[config.mk]
export PLATFORM = sky130hd
export DESIGN_NAME = i2c_stx_status
export DESIGN_NICKNAME = d
export VERILOG_FILES = /design/src/rtl/i2c_stx_pkg.sv /design/src/rtl/stx_line_sync.sv /design/src/rtl/stx_bus_events.sv /design/src/rtl/stx_tx_shift.sv /design/src/rtl/i2c_stx_status.sv
export SDC_FILE = /design/constraint.sdc
export NUM_CORES = 1
export LEC_CHECK = 0
export BUFFER_PORTS_ARGS = -buffer_cell sky130_fd_sc_hd__buf_2
export CAP_MARGIN = 20
export CORE_MARGIN = 1
export CORE_UTILIZATION = 56
export CTS_CLUSTER_DIAMETER = 40
export DETAILED_ROUTE_END_ITERATION = 12
export PLACE_DENSITY = 0.76
export SLEW_MARGIN = 10
export SYNTH_ARGS = -nofsm -noshare
export SYNTH_HDL_FRONTEND = slang
export SYNTH_SLANG_ARGS = --single-unit
[constraint.sdc]
create_clock -name clk -period 2.67 [get_ports clk]
set_clock_uncertainty 0.05 [all_clocks]
set_input_delay 0.801 -clock clk [delete_from_list [all_inputs] [get_ports clk]]
set_output_delay 0.801 -clock clk [all_outputs]
set_load 0.02 [all_outputs]
[src/rtl/i2c_stx_pkg.sv]
package i2c_stx_pkg;

    typedef enum logic [2:0] {
        PH_IDLE,
        PH_ADDR,
        PH_ADDR_ACK,
        PH_WAIT,
        PH_TX,
        PH_TX_ACK,
        PH_ERR
    } phase_e;

    localparam logic [7:0] ST_NONE      = 8'hF8;
    localparam logic [7:0] ST_BUS_ERR   = 8'h00;
    localparam logic [7:0] ST_ADDR_HIT  = 8'hA8;
    localparam logic [7:0] ST_ARB_HIT   = 8'hB0;
    localparam logic [7:0] ST_DATA_ACK  = 8'hB8;
    localparam logic [7:0] ST_DATA_NACK = 8'hC0;
    localparam logic [7:0] ST_LAST_ACK  = 8'hC8;

    localparam int BYTE_BITS = 8;
    localparam int BIT_CNT_W = $clog2(BYTE_BITS + 2);

    typedef struct packed {
        logic scl;
        logic sda;
        logic scl_rise;
        logic scl_fall;
        logic start;
        logic stop;
    } bus_ev_t;

    function automatic logic addr_is_ours(input logic [7:0] rx, input logic [6:0] own);
        return (rx[7:1] == own) && rx[0];
    endfunction

    function automatic logic [7:0] after_data_code(input logic master_nack, input logic last_byte);
        if (master_nack)
            return ST_DATA_NACK;
        else if (last_byte)
            return ST_LAST_ACK;
        else
            return ST_DATA_ACK;
    endfunction

    function automatic logic session_over(input logic [7:0] code);
        return (code == ST_DATA_NACK) || (code == ST_LAST_ACK);
    endfunction

endpackage

[src/rtl/stx_line_sync.sv]
module stx_line_sync #(
    parameter int STAGES = 2,
    parameter int LINES  = 2
) (
    input  logic             clk,
    input  logic             rst,
    input  logic [LINES-1:0] din,
    output logic [LINES-1:0] dout
);
    for (genvar g = 0; g < LINES; g++) begin : g_line
        logic [STAGES-1:0] chain;
        always_ff @(posedge clk) begin
            if (rst)
                chain <= '1;
            else
                chain <= {chain[STAGES-2:0], din[g]};
        end
        assign dout[g] = chain[STAGES-1];
    end
endmodule

[src/rtl/stx_bus_events.sv]
module stx_bus_events
    import i2c_stx_pkg::*;
(
    input  logic    clk,
    input  logic    rst,
    input  logic    scl_s,
    input  logic    sda_s,
    output bus_ev_t ev
);
    logic scl_prev;
    logic sda_prev;

    always_ff @(posedge clk) begin
        if (rst) begin
            scl_prev <= 1'b1;
            sda_prev <= 1'b1;
        end else begin
            scl_prev <= scl_s;
            sda_prev <= sda_s;
        end
    end

    always_comb begin
        ev.scl      = scl_s;
        ev.sda      = sda_s;
        ev.scl_rise = scl_s && !scl_prev;
        ev.scl_fall = !scl_s && scl_prev;
        ev.start    = scl_s && scl_prev && sda_prev && !sda_s;
        ev.stop     = scl_s && scl_prev && !sda_prev && sda_s;
    end
endmodule

[src/rtl/stx_tx_shift.sv]
module stx_tx_shift #(
    parameter int WIDTH = 8
) (
    input  logic             clk,
    input  logic             rst,
    input  logic             load,
    input  logic [WIDTH-1:0] load_val,
    input  logic             advance,
    output logic             cur_bit,
    output logic             next_bit
);
    logic [WIDTH-1:0] sh;

    always_ff @(posedge clk) begin
        if (rst)
            sh <= '1;
        else if (load)
            sh <= load_val;
        else if (advance)
            sh <= {sh[WIDTH-2:0], 1'b1};
    end

    assign cur_bit  = sh[WIDTH-1];
    assign next_bit = sh[WIDTH-2];
endmodule

[src/rtl/i2c_stx_status.sv]
module i2c_stx_status
    import i2c_stx_pkg::*;
#(
    parameter int SYNC_STAGES   = 2,
    parameter int STRETCH_EXTRA = 1
) (
    input  logic       clk,
    input  logic       rst,
    input  logic       scl_i,
    input  logic       sda_i,
    output logic       scl_drive_low,
    output logic       sda_drive_low,
    input  logic [6:0] own_addr,
    input  logic       ack_en,
    input  logic       arb_lost,
    input  logic [7:0] tx_byte,
    input  logic       stop_set,
    input  logic       int_clr,
    output logic       irq,
    output logic [7:0] status,
    output logic       stop_pending
);
    localparam int HOLD_W = (STRETCH_EXTRA < 2) ? 1 : $clog2(STRETCH_EXTRA + 1);

    logic [1:0] line_s;
    logic       scl_s;
    logic       sda_s;
    bus_ev_t    ev;

    stx_line_sync #(.STAGES(SYNC_STAGES), .LINES(2)) u_sync (
        .clk  (clk),
        .rst  (rst),
        .din  ({scl_i, sda_i}),
        .dout (line_s)
    );
    assign scl_s = line_s[1];
    assign sda_s = line_s[0];

    stx_bus_events u_ev (
        .clk   (clk),
        .rst   (rst),
        .scl_s (scl_s),
        .sda_s (sda_s),
        .ev    (ev)
    );

    phase_e               ph;
    logic [BIT_CNT_W-1:0] cnt;
    logic [7:0]           rx_sh;
    logic                 last_q;
    logic                 arb_q;
    logic                 nack_q;
    logic                 irq_q;
    logic [7:0]           code_q;
    logic                 sda_low_q;
    logic                 stop_q;
    logic [HOLD_W-1:0]    hold_cnt;

    logic tx_load;
    logic tx_adv;
    logic tx_cur;
    logic tx_next;
    logic clr_ok;
    logic frame_bad;
    logic [7:0] rx_next;

    assign clr_ok    = int_clr && irq_q;
    assign rx_next   = {rx_sh[6:0], ev.sda};
    assign frame_bad = (ev.start || ev.stop) &&
                       ((ph == PH_ADDR && cnt != '0) || ph == PH_ADDR_ACK ||
                        ph == PH_TX || ph == PH_TX_ACK);
    assign tx_load   = clr_ok && !stop_q && ph == PH_WAIT && !session_over(code_q);
    assign tx_adv    = !clr_ok && !frame_bad && ph == PH_TX && ev.scl_fall &&
                       cnt != BIT_CNT_W'(BYTE_BITS);

    stx_tx_shift #(.WIDTH(BYTE_BITS)) u_shift (
        .clk      (clk),
        .rst      (rst),
        .load     (tx_load),
        .load_val (tx_byte),
        .advance  (tx_adv),
        .cur_bit  (tx_cur),
        .next_bit (tx_next)
    );

    always_ff @(posedge clk) begin
        if (rst) begin
            ph        <= PH_IDLE;
            cnt       <= '0;
            rx_sh     <= '0;
            last_q    <= 1'b0;
            arb_q     <= 1'b0;
            nack_q    <= 1'b0;
            irq_q     <= 1'b0;
            code_q    <= ST_NONE;
            sda_low_q <= 1'b0;
            stop_q    <= 1'b0;
            hold_cnt  <= '0;
        end else begin
            if (stop_set)
                stop_q <= 1'b1;
            if (hold_cnt != '0)
                hold_cnt <= hold_cnt - 1'b1;

            if (clr_ok) begin
                irq_q    <= 1'b0;
                hold_cnt <= HOLD_W'(STRETCH_EXTRA);
                if (stop_q) begin
                    ph        <= PH_IDLE;
                    stop_q    <= 1'b0;
                    sda_low_q <= 1'b0;
                end else if (ph == PH_WAIT) begin
                    if (session_over(code_q)) begin
                        ph        <= PH_IDLE;
                        sda_low_q <= 1'b0;
                    end else begin
                        ph        <= PH_TX;
                        cnt       <= '0;
                        last_q    <= !ack_en;
                        sda_low_q <= !tx_byte[7];
                    end
                end
            end else if (frame_bad) begin
                ph     <= PH_ERR;
                irq_q  <= 1'b1;
                code_q <= ST_BUS_ERR;
            end else begin
                unique case (ph)
                    PH_IDLE: begin
                        if (ev.start) begin
                            ph  <= PH_ADDR;
                            cnt <= '0;
                        end
                    end
                    PH_ADDR: begin
                        if (ev.start) begin
                            cnt <= '0;
                        end else if (ev.stop) begin
                            ph <= PH_IDLE;
                        end else if (ev.scl_rise) begin
                            rx_sh <= rx_next;
                            cnt   <= cnt + 1'b1;
                            if (cnt == BIT_CNT_W'(BYTE_BITS - 1)) begin
                                if (addr_is_ours(rx_next, own_addr) && ack_en) begin
                                    ph    <= PH_ADDR_ACK;
                                    arb_q <= arb_lost;
                                end else begin
                                    ph <= PH_IDLE;
                                end
                            end
                        end
                    end
                    PH_ADDR_ACK: begin
                        if (ev.scl_rise) begin
                            cnt <= cnt + 1'b1;
                        end else if (ev.scl_fall) begin
                            if (cnt == BIT_CNT_W'(BYTE_BITS)) begin
                                sda_low_q <= 1'b1;
                            end else begin
                                sda_low_q <= 1'b0;
                                irq_q     <= 1'b1;
                                code_q    <= arb_q ? ST_ARB_HIT : ST_ADDR_HIT;
                                ph        <= PH_WAIT;
                            end
                        end
                    end
                    PH_TX: begin
                        if (ev.scl_rise) begin
                            cnt <= cnt + 1'b1;
                        end else if (ev.scl_fall) begin
                            if (cnt == BIT_CNT_W'(BYTE_BITS)) begin
                                sda_low_q <= 1'b0;
                                ph        <= PH_TX_ACK;
                            end else begin
                                sda_low_q <= !tx_next;
                            end
                        end
                    end
                    PH_TX_ACK: begin
                        if (ev.scl_rise) begin
                            nack_q <= ev.sda;
                            cnt    <= cnt + 1'b1;
                        end else if (ev.scl_fall) begin
                            irq_q  <= 1'b1;
                            code_q <= after_data_code(nack_q, last_q);
                            ph     <= PH_WAIT;
                        end
                    end
                    PH_ERR: begin
                        if (!ev.scl)
                            sda_low_q <= 1'b0;
                    end
                    default: ;
                endcase
            end
        end
    end

    assign scl_drive_low = irq_q || (hold_cnt != '0);
    assign sda_drive_low = sda_low_q;
    assign irq           = irq_q;
    assign status        = irq_q ? code_q : ST_NONE;
    assign stop_pending  = stop_q;

    logic unused_ok;
    assign unused_ok = tx_cur;
endmodule

==> out/metrics.cfg, run 1 <==
[status]
status = complete, no violations

[clocking]
post_cts_hold_buffer_count = 0
clkTransAtPathRegs_ps = 80
worst_skew_pair.late_latency_ps = 300
cts_tree = built
cts_setup_buffers = 0
numClockSinks = 39
numCtsBuffers = 5
cts-root-to-sink-buffers = 2
h-tree-depth = 2
post_cts_resize_count = 0
clockRootBuffer = sky130_fd_sc_hd__clkbuf_8

[grt]
largest_net_degree_at_the_start_of_global_routing = 40
globalRoute.totalOverflow = 0
grt_util_all_layers = 0.255
antenna_violations_before_repair = 0
via_count_of_the_first_global_routing_pass = 1770
grt_first_pass_wirelength_mm = 8.01

[timing]
setup_viol_count_final = 0
rsz0062_at_grt = no
worst-slew-pin-transition_ps = 584
post-route-period-util = 0.884
hold_violations = 0
max_freq_mhz = 424
maxSlewHeadroom = 0.607
finalCriticalPeriod_ps = 2360
setup_total_negative_slack_ps = 0
slew_violations = 0

[logic_synthesis]
synth-warning-count = 0
synth.cell_area_um2 = 2140
postSynthCellCount = 246
synth-main-ff-cell = sky130_fd_sc_hd__dfxtp_1
ys_async_sr_fraction = 0
synth_edf_count = 0
area_share_of_the_largest_cell_type_after_synthesis = 0.366
yosysMostFrequentCell = sky130_fd_sc_hd__dfxtp_1
post_synth_most_frequent_cells = 39 x sky130_fd_sc_hd__dfxtp_1, 32 x sky130_fd_sc_hd__nor2_1, 17 x sky130_fd_sc_hd__mux2i_1
number_of_synthesized_register_bits = 39
synth-seq-area-share = 0.366
synth_largest_area_cell = sky130_fd_sc_hd__dfxtp_1
ys_types = 55
synth.avg_cell_area_um2 = 8.68
post_synth_main_area_contributors = sky130_fd_sc_hd__dfxtp_1 37%, sky130_fd_sc_hd__mux2i_1 8.0%, sky130_fd_sc_hd__nor2_1 5.6%, sky130_fd_sc_hd__a21oi_1 3.3%, sky130_fd_sc_hd__o21ai_0 3.0%

[detailed_routing]
route.detailed.drc = 0
dr_total_vias = 1880
drt_first_pass_iters = 4
drt-vias-per-instance = 5.71
avgRoutedWirePerCell_um = 14.0
drt-total-wl_mm = 4.59
antenna_left = 0
drc_marker_count_from_the_first_detailed_route_iteration = 89

[worst_setup_path]
timing.critical_path.required_ps = 2830
worstSetupEndpointType = flip-flop
startpoint_type = flip-flop
critPathMaxFanout = 5
timing.critical_path.arrival_ps = 2520
worst-setup-path-type = flip-flop to flip-flop

[floorplan]
fp.coreArea_um2 = 3660
initial_util = 0.583
dieArea_um2 = 4060
chipWidth_um = 63.8
placement_rows = 22
i_o_pin_count = 35
die_h_um = 63.8

[final_layout]
multi_input_comb_area_um2 = 1260
postLayoutCellArea_um2 = 2430
fin_nets = 305
post_route_cells_drive_above_1_share = 0.221
n_fill_cell = 341
area_growth_from_synthesis_to_final_layout_pct = 14.0
n_antenna_cell = 0
ff_latch_area_um2 = 781

[placed_design]
detailedPlacementHpwl_mm = 3.39
routabilityCongestion = 0.914
number_of_i_o_port_buffers = 31
place_area_um2 = 2350

[job]
cap_violations = 0

[pwr]
irDropWorstVdd_v = 0.000366
standby_leakage_power_nw = 0.998
power-per-cell-area_nw_per_um2 = 468

[worst_hold_path]
holdCritPathClass = flip-flop to flip-flop

==> kinds of logic (layout without fill, tap and decap cells) <==
group | after synthesis | in the layout | share of synthesized area
muxes | 17 | 17 | 0.0797
and+or+nand+nor | 99 | 99 | 0.263
adders and majority gates | 2 | 2 | 0.0117
DFF | 39 | 39 | 0.366
buffers and inverters | 21 | 54 | 0.0480
other | 1 | 3 | 0.00176
AOI/OAI and AO/OA | 58 | 58 | 0.193
xor gates and xnor gates | 9 | 9 | 0.0369
==> power breakdown <==
group	internal (W)	switching, W	leakage, nW
logic	0.0000640	0.0000896	0.641
registers	0.000590	0.0000102	0.316
clock network	0.000182	0.000203	0.0412
==> cell usage in the layout (no fill, tap or decap), types with 7 or more instances in the layout <==
cell,netlist,routed
sky130_fd_sc_hd__a21oi_1,14,14
sky130_fd_sc_hd__buf_2,4,31
sky130_fd_sc_hd__buf_4,3,10
sky130_fd_sc_hd__dfxtp_1,39,39
sky130_fd_sc_hd__mux2i_1,17,17
sky130_fd_sc_hd__nand2_1,8,8
sky130_fd_sc_hd__nor2_1,32,32
sky130_fd_sc_hd__nor3_1,12,12
sky130_fd_sc_hd__o21ai_0,13,13
sky130_fd_sc_hd__or2_2,7,7
==> worst max-delay path, cell delays in order (launching register included) <==
cell and delay, ps:
sky130_fd_sc_hd__dfxtp_1 390, sky130_fd_sc_hd__inv_1 60, sky130_fd_sc_hd__ha_1 200, sky130_fd_sc_hd__nor4b_1 140, sky130_fd_sc_hd__or3_1 400, sky130_fd_sc_hd__a22oi_2 280
sky130_fd_sc_hd__a41oi_1 140, sky130_fd_sc_hd__or2_1 320, sky130_fd_sc_hd__o41ai_2 300
==> through the flow <==
stage | power (W) | cells | util | setup WS [ps] | hold slack (ps)
4_1_cts | 0.00115 | 329 | 0.665 | 318 | 368
3_5_place_dp | 0.000764 | 321 | 0.642 | 283 | 348
3_3_place_gp | 0.000763 | 321 | 0.642 | 307 | 342
5_1_grt | 0.00120 | 329 | 0.665 | 202 | 379
6_report | 0.00114 | 329 | 0.665 | 310 | 365
2_1_floorplan | 0.000719 | 248 | - | 390 | 339
==> cell type report <==
cell class                      count  area share
Clock buffer                        6      0.0298
Tap cell                           48      0.0247
Clock inverter                      2     0.00514
Multi-Input combinational cell    188       0.517
Timing Repair Buffer               41      0.0946
Inverter                            5     0.00771
Sequential cell                    39       0.321
==> sequential cells by signal (all words and copies together) (netlist names) <==
| name | count |
|---|---|
| irq | 1 |
| u_ev.scl_prev | 1 |
| u_ev.sda_prev | 1 |
| ph | 3 |
| u_shift.sh | 7 |
| rx_sh | 7 |
| stop_pending | 1 |
| cnt | 4 |
| last_q | 1 |
| sda_drive_low | 1 |
| hold_cnt | 1 |
| nack_q | 1 |
| u_sync.g_line.chain | 4 |
| arb_q | 1 |
| code_q | 5 |
==> final timing paths <==
| kind | start | cells after the start | to | slack (ps) |
|---|---|---|---|---|
| worst max-delay path | cnt[0] | 8 | ph[1] | 310 |
| worst min-delay path | u_sync.g_line[0].chain[0] | 1 | u_sync.g_line[0].chain[1] | 370 |
| worst max register to register | cnt[0] | 8 | ph[1] | 310 |
| worst min register to register | u_sync.g_line[0].chain[0] | 1 | u_sync.g_line[0].chain[1] | 370 |
==> routing by layer <==
layer	vias to the layer above	part of all wire	track usage
met5	-	0	0
met4	0	0.021	0.0994
met3	11	0.063	0.0750
met2	62	0.47	0.408
met1	855	0.44	0.319
li1	952	-	-
(Power assumes the default switching activity.)
==> run 2, diff against run 1 <==
--- a/config.mk
+++ b/config.mk
@@ -5,13 +5,13 @@
 export SDC_FILE = /design/constraint.sdc
 export NUM_CORES = 1
 export LEC_CHECK = 0
-export BUFFER_PORTS_ARGS = -buffer_cell sky130_fd_sc_hd__buf_2
 export CAP_MARGIN = 20
 export CORE_MARGIN = 1
-export CORE_UTILIZATION = 56
+export CORE_UTILIZATION = 62
 export CTS_CLUSTER_DIAMETER = 40
 export DETAILED_ROUTE_END_ITERATION = 12
-export PLACE_DENSITY = 0.76
+export DONT_BUFFER_PORTS = 1
+export PLACE_DENSITY = 0.75
 export SLEW_MARGIN = 10
 export SYNTH_ARGS = -nofsm -noshare
 export SYNTH_HDL_FRONTEND = slang
==> out/metrics.cfg, run 2 (synthesized netlist as in run 1, its figures left out) <==
[status]
status = complete, no violations

[timing]
setup_total_negative_slack_ps = 0
slew_violations = 0
setup_viol_count_final = 0
rsz0062_at_grt = no
finalCriticalPeriod_ps = 2420
maxSlewHeadroom = 0.617
hold_violations = 0
final.setup.worst_slack_ps = 250
post-route-period-util = 0.906
worst-slew-pin-transition_ps = 568
max_freq_mhz = 413

[final_layout]
layout_top_registers = rx_sh x7, u_shift.sh x7, code_q x5
n_fill_cell = 262
fin_nets = 272
mostFrequentLayoutCell = sky130_fd_sc_hd__dfxtp_1
area_growth_from_synthesis_to_final_layout_pct = 4.16
n_antenna_cell = 0
post_route_cells_drive_above_1_share = 0.113
postLayoutCellArea_um2 = 2220
layoutNonFillerInstCount = 292
layout_common_cells = 39 x sky130_fd_sc_hd__dfxtp_1, 32 x sky130_fd_sc_hd__nor2_1, 17 x sky130_fd_sc_hd__mux2i_1

[grt]
globalRoute.totalOverflow = 0
via_count_of_the_first_global_routing_pass = 1672
largest_net_degree_at_the_start_of_global_routing = 41
grt_first_pass_wirelength_mm = 7.57
grt_util_all_layers = 0.280
antenna_violations_before_repair = 0

[clocking]
numClockSinks = 39
post_cts_resize_count = 0
numCtsBuffers = 5
cts_tree = built
clockRootBuffer = sky130_fd_sc_hd__clkbuf_4
cts_setup_buffers = 0
post_cts_hold_buffer_count = 0
h-tree-depth = 2
clkTransAtPathRegs_ps = 110
cts-root-to-sink-buffers = 2
worst_skew_pair.late_latency_ps = 350

[worst_hold_path]
holdCritPathClass = flip-flop to flip-flop
hold_path.startpoint = u_sync.g_line[1].chain[0]

[worst_setup_path]
critical_path.cell_chain = inv_1 > ha_1 > nor4b_1 > or3_1 > a22oi_2 > o41ai_1 > or2_1 > o41ai_2
slowest_delay_ps = 410
timing.critical_path.from = cnt[0]
timing.critical_path.arrival_ps = 2620
worstSetupEndpointType = flip-flop
startpoint_type = flip-flop
cell_with_the_largest_stage_delay_on_the_worst_path = sky130_fd_sc_hd__dfxtp_1
critPathMaxFanout = 5
timing.critical_path.required_ps = 2870
worst-setup-path-type = flip-flop to flip-flop
worst_r2r_startpoint = cnt[0]

[placed_design]
place_area_um2 = 2170
routabilityCongestion = 0.986
number_of_i_o_port_buffers = 0
placement.setup.worst_slack_ps = 311
detailedPlacementHpwl_mm = 3.54
placed_cells_incl_taps = 284

[detailed_routing]
drt-total-wl_mm = 4.72
drc_marker_count_from_the_first_detailed_route_iteration = 166
avgRoutedWirePerCell_um = 16.2
drt-vias-per-instance = 6.30
drt_first_pass_iters = 4
route.detailed.drc = 0
dr_total_vias = 1841
antenna_left = 0

[floorplan]
chipWidth_um = 60.7
initial_util = 0.677
fp.coreArea_um2 = 3150
placement_rows = 20
i_o_pin_count = 35
dieArea_um2 = 3680
die_h_um = 60.7

[pwr]
irDropWorstVdd_v = 0.000396
standby_leakage_power_nw = 0.858
power-per-cell-area_nw_per_um2 = 454
overall_power_w = 0.00101

[job]
cap_violations = 0

==> run 2: changes by cell type in the layout (fill, tap and decap cells not counted), sizes merged <==
cell / previous run / this run
clkbuf: 6 / 7
clkinvlp: 1 / 0
buf: 41 / 8
==> run 2: final cells by class <==
type,instances,area (um2),area share
multi-input cells,188,1260,0.566
flip-flops and latches,39,781,0.351
repair buffers,8,60.1,0.0270
well taps,44,55.1,0.0247
clock buffers,7,45.0,0.0202
inverters,5,18.8,0.00844
clock inverters,1,5.00,0.00225
==> run 2: power by group <==
part	internal, W	switching, W	leakage, nW
Combinational	0.0000476	0.0000716	0.512
Clock	0.000103	0.000183	0.0293
Sequential	0.000590	0.0000159	0.316
==> run 2: through the flow <==
stage	utilization	hold WS [ps]
4_1_cts	0.706	370
3_5_place_dp	0.690	347
2_1_floorplan	-	339
3_3_place_gp	0.690	344
5_1_grt	0.706	380
6_report	0.706	362
==> run 2: path summary, 6_finish.rpt <==
kind	endpoint	slack (ps)	cells past startpoint
setup / recovery	ph[1]	250	8
hold / removal	u_sync.g_line[1].chain[1]	360	1
setup reg to reg	ph[1]	250	8
hold reg to reg	u_sync.g_line[1].chain[1]	360	1
==> run 2: metal layers <==
metal / track usage / wire (um) / vias to the layer above
li1: - / - / 882
met1: 0.375 / 2020 / 854
met2: 0.438 / 2220 / 89
met3: 0.0682 / 373 / 16
met4: 0.101 / 101 / 0
met5: 0 / 0 / -
==> run 2: worst max-delay path, delay by kind of cell (launching register included) <==
family | cells | cell delay [ps]
flip-flops | 1 | 410
adder cells (fa/ha/maj) | 1 | 200
AO/OA/AOI/OAI | 3 | 800
AND/OR/NAND/NOR | 3 | 800
buffers and inverters | 1 | 60
==> run 3, diff against run 2 <==
--- a/config.mk
+++ b/config.mk
@@ -7,11 +7,12 @@
 export LEC_CHECK = 0
 export CAP_MARGIN = 20
 export CORE_MARGIN = 1
-export CORE_UTILIZATION = 62
+export CORE_UTILIZATION = 57
 export CTS_CLUSTER_DIAMETER = 40
 export DETAILED_ROUTE_END_ITERATION = 12
 export DONT_BUFFER_PORTS = 1
-export PLACE_DENSITY = 0.75
+export GPL_TIMING_DRIVEN = 0
+export PLACE_DENSITY = 0.69
 export SLEW_MARGIN = 10
 export SYNTH_ARGS = -nofsm -noshare
 export SYNTH_HDL_FRONTEND = slang
==> out/metrics.cfg, run 3 (synthesized netlist as in run 1, its figures left out) <==
[status]
status = complete, no violations

[timing]
worst-slew-pin-transition_ps = 566
post-route-period-util = 0.945
final.setup.worst_slack_ps = 147
maxSlewHeadroom = 0.620
setup_total_negative_slack_ps = 0
max_freq_mhz = 396
finalCriticalPeriod_ps = 2520
rsz0062_at_grt = no
slew_violations = 0
hold_violations = 0
setup_viol_count_final = 0

[placed_design]
routabilityCongestion = 0.952
placement.setup.worst_slack_ps = 172
number_of_i_o_port_buffers = 0
detailedPlacementHpwl_mm = 3.66

[detailed_routing]
route.detailed.drc = 0
antenna_left = 0
drt_first_pass_iters = 4
drt-vias-per-instance = 5.99
avgRoutedWirePerCell_um = 16.0
drc_marker_count_from_the_first_detailed_route_iteration = 139
drt-total-wl_mm = 4.84
dr_total_vias = 1808

[clocking]
cts-root-to-sink-buffers = 2
worst_skew_pair.late_latency_ps = 290
h-tree-depth = 2
post_cts_resize_count = 0
cts_setup_buffers = 0
numClockSinks = 39
clockRootBuffer = sky130_fd_sc_hd__clkbuf_8
cts_tree = built
post_cts_hold_buffer_count = 0
clkTransAtPathRegs_ps = 70
numCtsBuffers = 5

[worst_setup_path]
timing.critical_path.required_ps = 2800
critical_path_buf_inv_count = 1
worstSetupEndpointType = flip-flop
startpoint_type = flip-flop
timing.critical_path.from = cnt[0]
worst-setup-path-type = flip-flop to flip-flop
critical_path.cell_chain = inv_1 > ha_1 > nor4b_1 > or3_1 > a21oi_1 > o21ai_0 > a221o_1
critPathMaxFanout = 5
cp_top_family = compound AO/OA/AOI/OAI gates
worst_r2r_startpoint = cnt[0]
timing.critical_path.arrival_ps = 2660
slowest_delay_ps = 440
cell_with_the_largest_stage_delay_on_the_worst_path = sky130_fd_sc_hd__a21oi_1

[pwr]
irDropWorstVdd_v = 0.000336
standby_leakage_power_nw = 0.877
overall_power_w = 0.00112
power-per-cell-area_nw_per_um2 = 490

[floorplan]
initial_util = 0.616
placement_rows = 21
dieArea_um2 = 4000
chipWidth_um = 63.2
i_o_pin_count = 35
fp.coreArea_um2 = 3470
die_h_um = 63.2

[grt]
via_count_of_the_first_global_routing_pass = 1707
globalRoute.totalOverflow = 0
antenna_violations_before_repair = 0
grt_util_all_layers = 0.257
grt_first_pass_wirelength_mm = 7.89
largest_net_degree_at_the_start_of_global_routing = 12

[final_layout]
post_route_cells_drive_above_1_share = 0.109
layout_top_registers = rx_sh x7, u_shift.sh x7, code_q x5
mostFrequentLayoutCell = sky130_fd_sc_hd__dfxtp_1
n_antenna_cell = 0
fin_nets = 280
area_growth_from_synthesis_to_final_layout_pct = 6.85
layout_common_cells = 39 x sky130_fd_sc_hd__dfxtp_1, 32 x sky130_fd_sc_hd__nor2_1, 17 x sky130_fd_sc_hd__mux2i_1

[worst_hold_path]
hold_path.startpoint = u_sync.g_line[0].chain[0]
holdCritPathClass = flip-flop to flip-flop

[job]
cap_violations = 0

-- run 3: worst paths after layout --
path | endpoint | slack [ps] | cells after the start
hold reg to reg | u_sync.g_line[0].chain[1] | 370 | 1
setup reg to reg | code_q[3] | 150 | 7
hold / removal | u_sync.g_line[0].chain[1] | 370 | 1
setup / recovery | code_q[3] | 150 | 7
-- run 3: through the flow --
stage	hold WS, ps	area (um2)	util	std cells
floorplan	339	2140	-	248
global placement	344	2200	0.635	294
detailed placement	352	2200	0.635	294
CTS	368	2280	0.658	302
global route	385	2280	0.658	302
finish	367	2280	0.658	302
-- run 3: metal layers --
metal  vias up  share of wire  global-route usage
li1        899              -                   -
met1       849           0.46               0.335
met2        52           0.47               0.410
met3         8          0.056              0.0670
met4         0          0.018              0.0852
met5         -              0                   0
-- run 3: area by class of cell --
cell class / count / area [um2]
sequential: 39 / 781
multi-input combinational: 188 / 1260
clock buffer: 7 / 76.3
buffer: 16 / 83.8
tap: 46 / 57.6
inverter: 5 / 18.8
fill: 292 / 1190
clock inverter: 1 / 5.00
-- run 3: where the power goes --
part	internal (W)	total [W]	switching [W]
logic	0.0000497	0.000138	0.0000878
clock network	0.000183	0.000381	0.000197
registers	0.000590	0.000599	0.00000911
total	0.000823	0.00112	0.000294
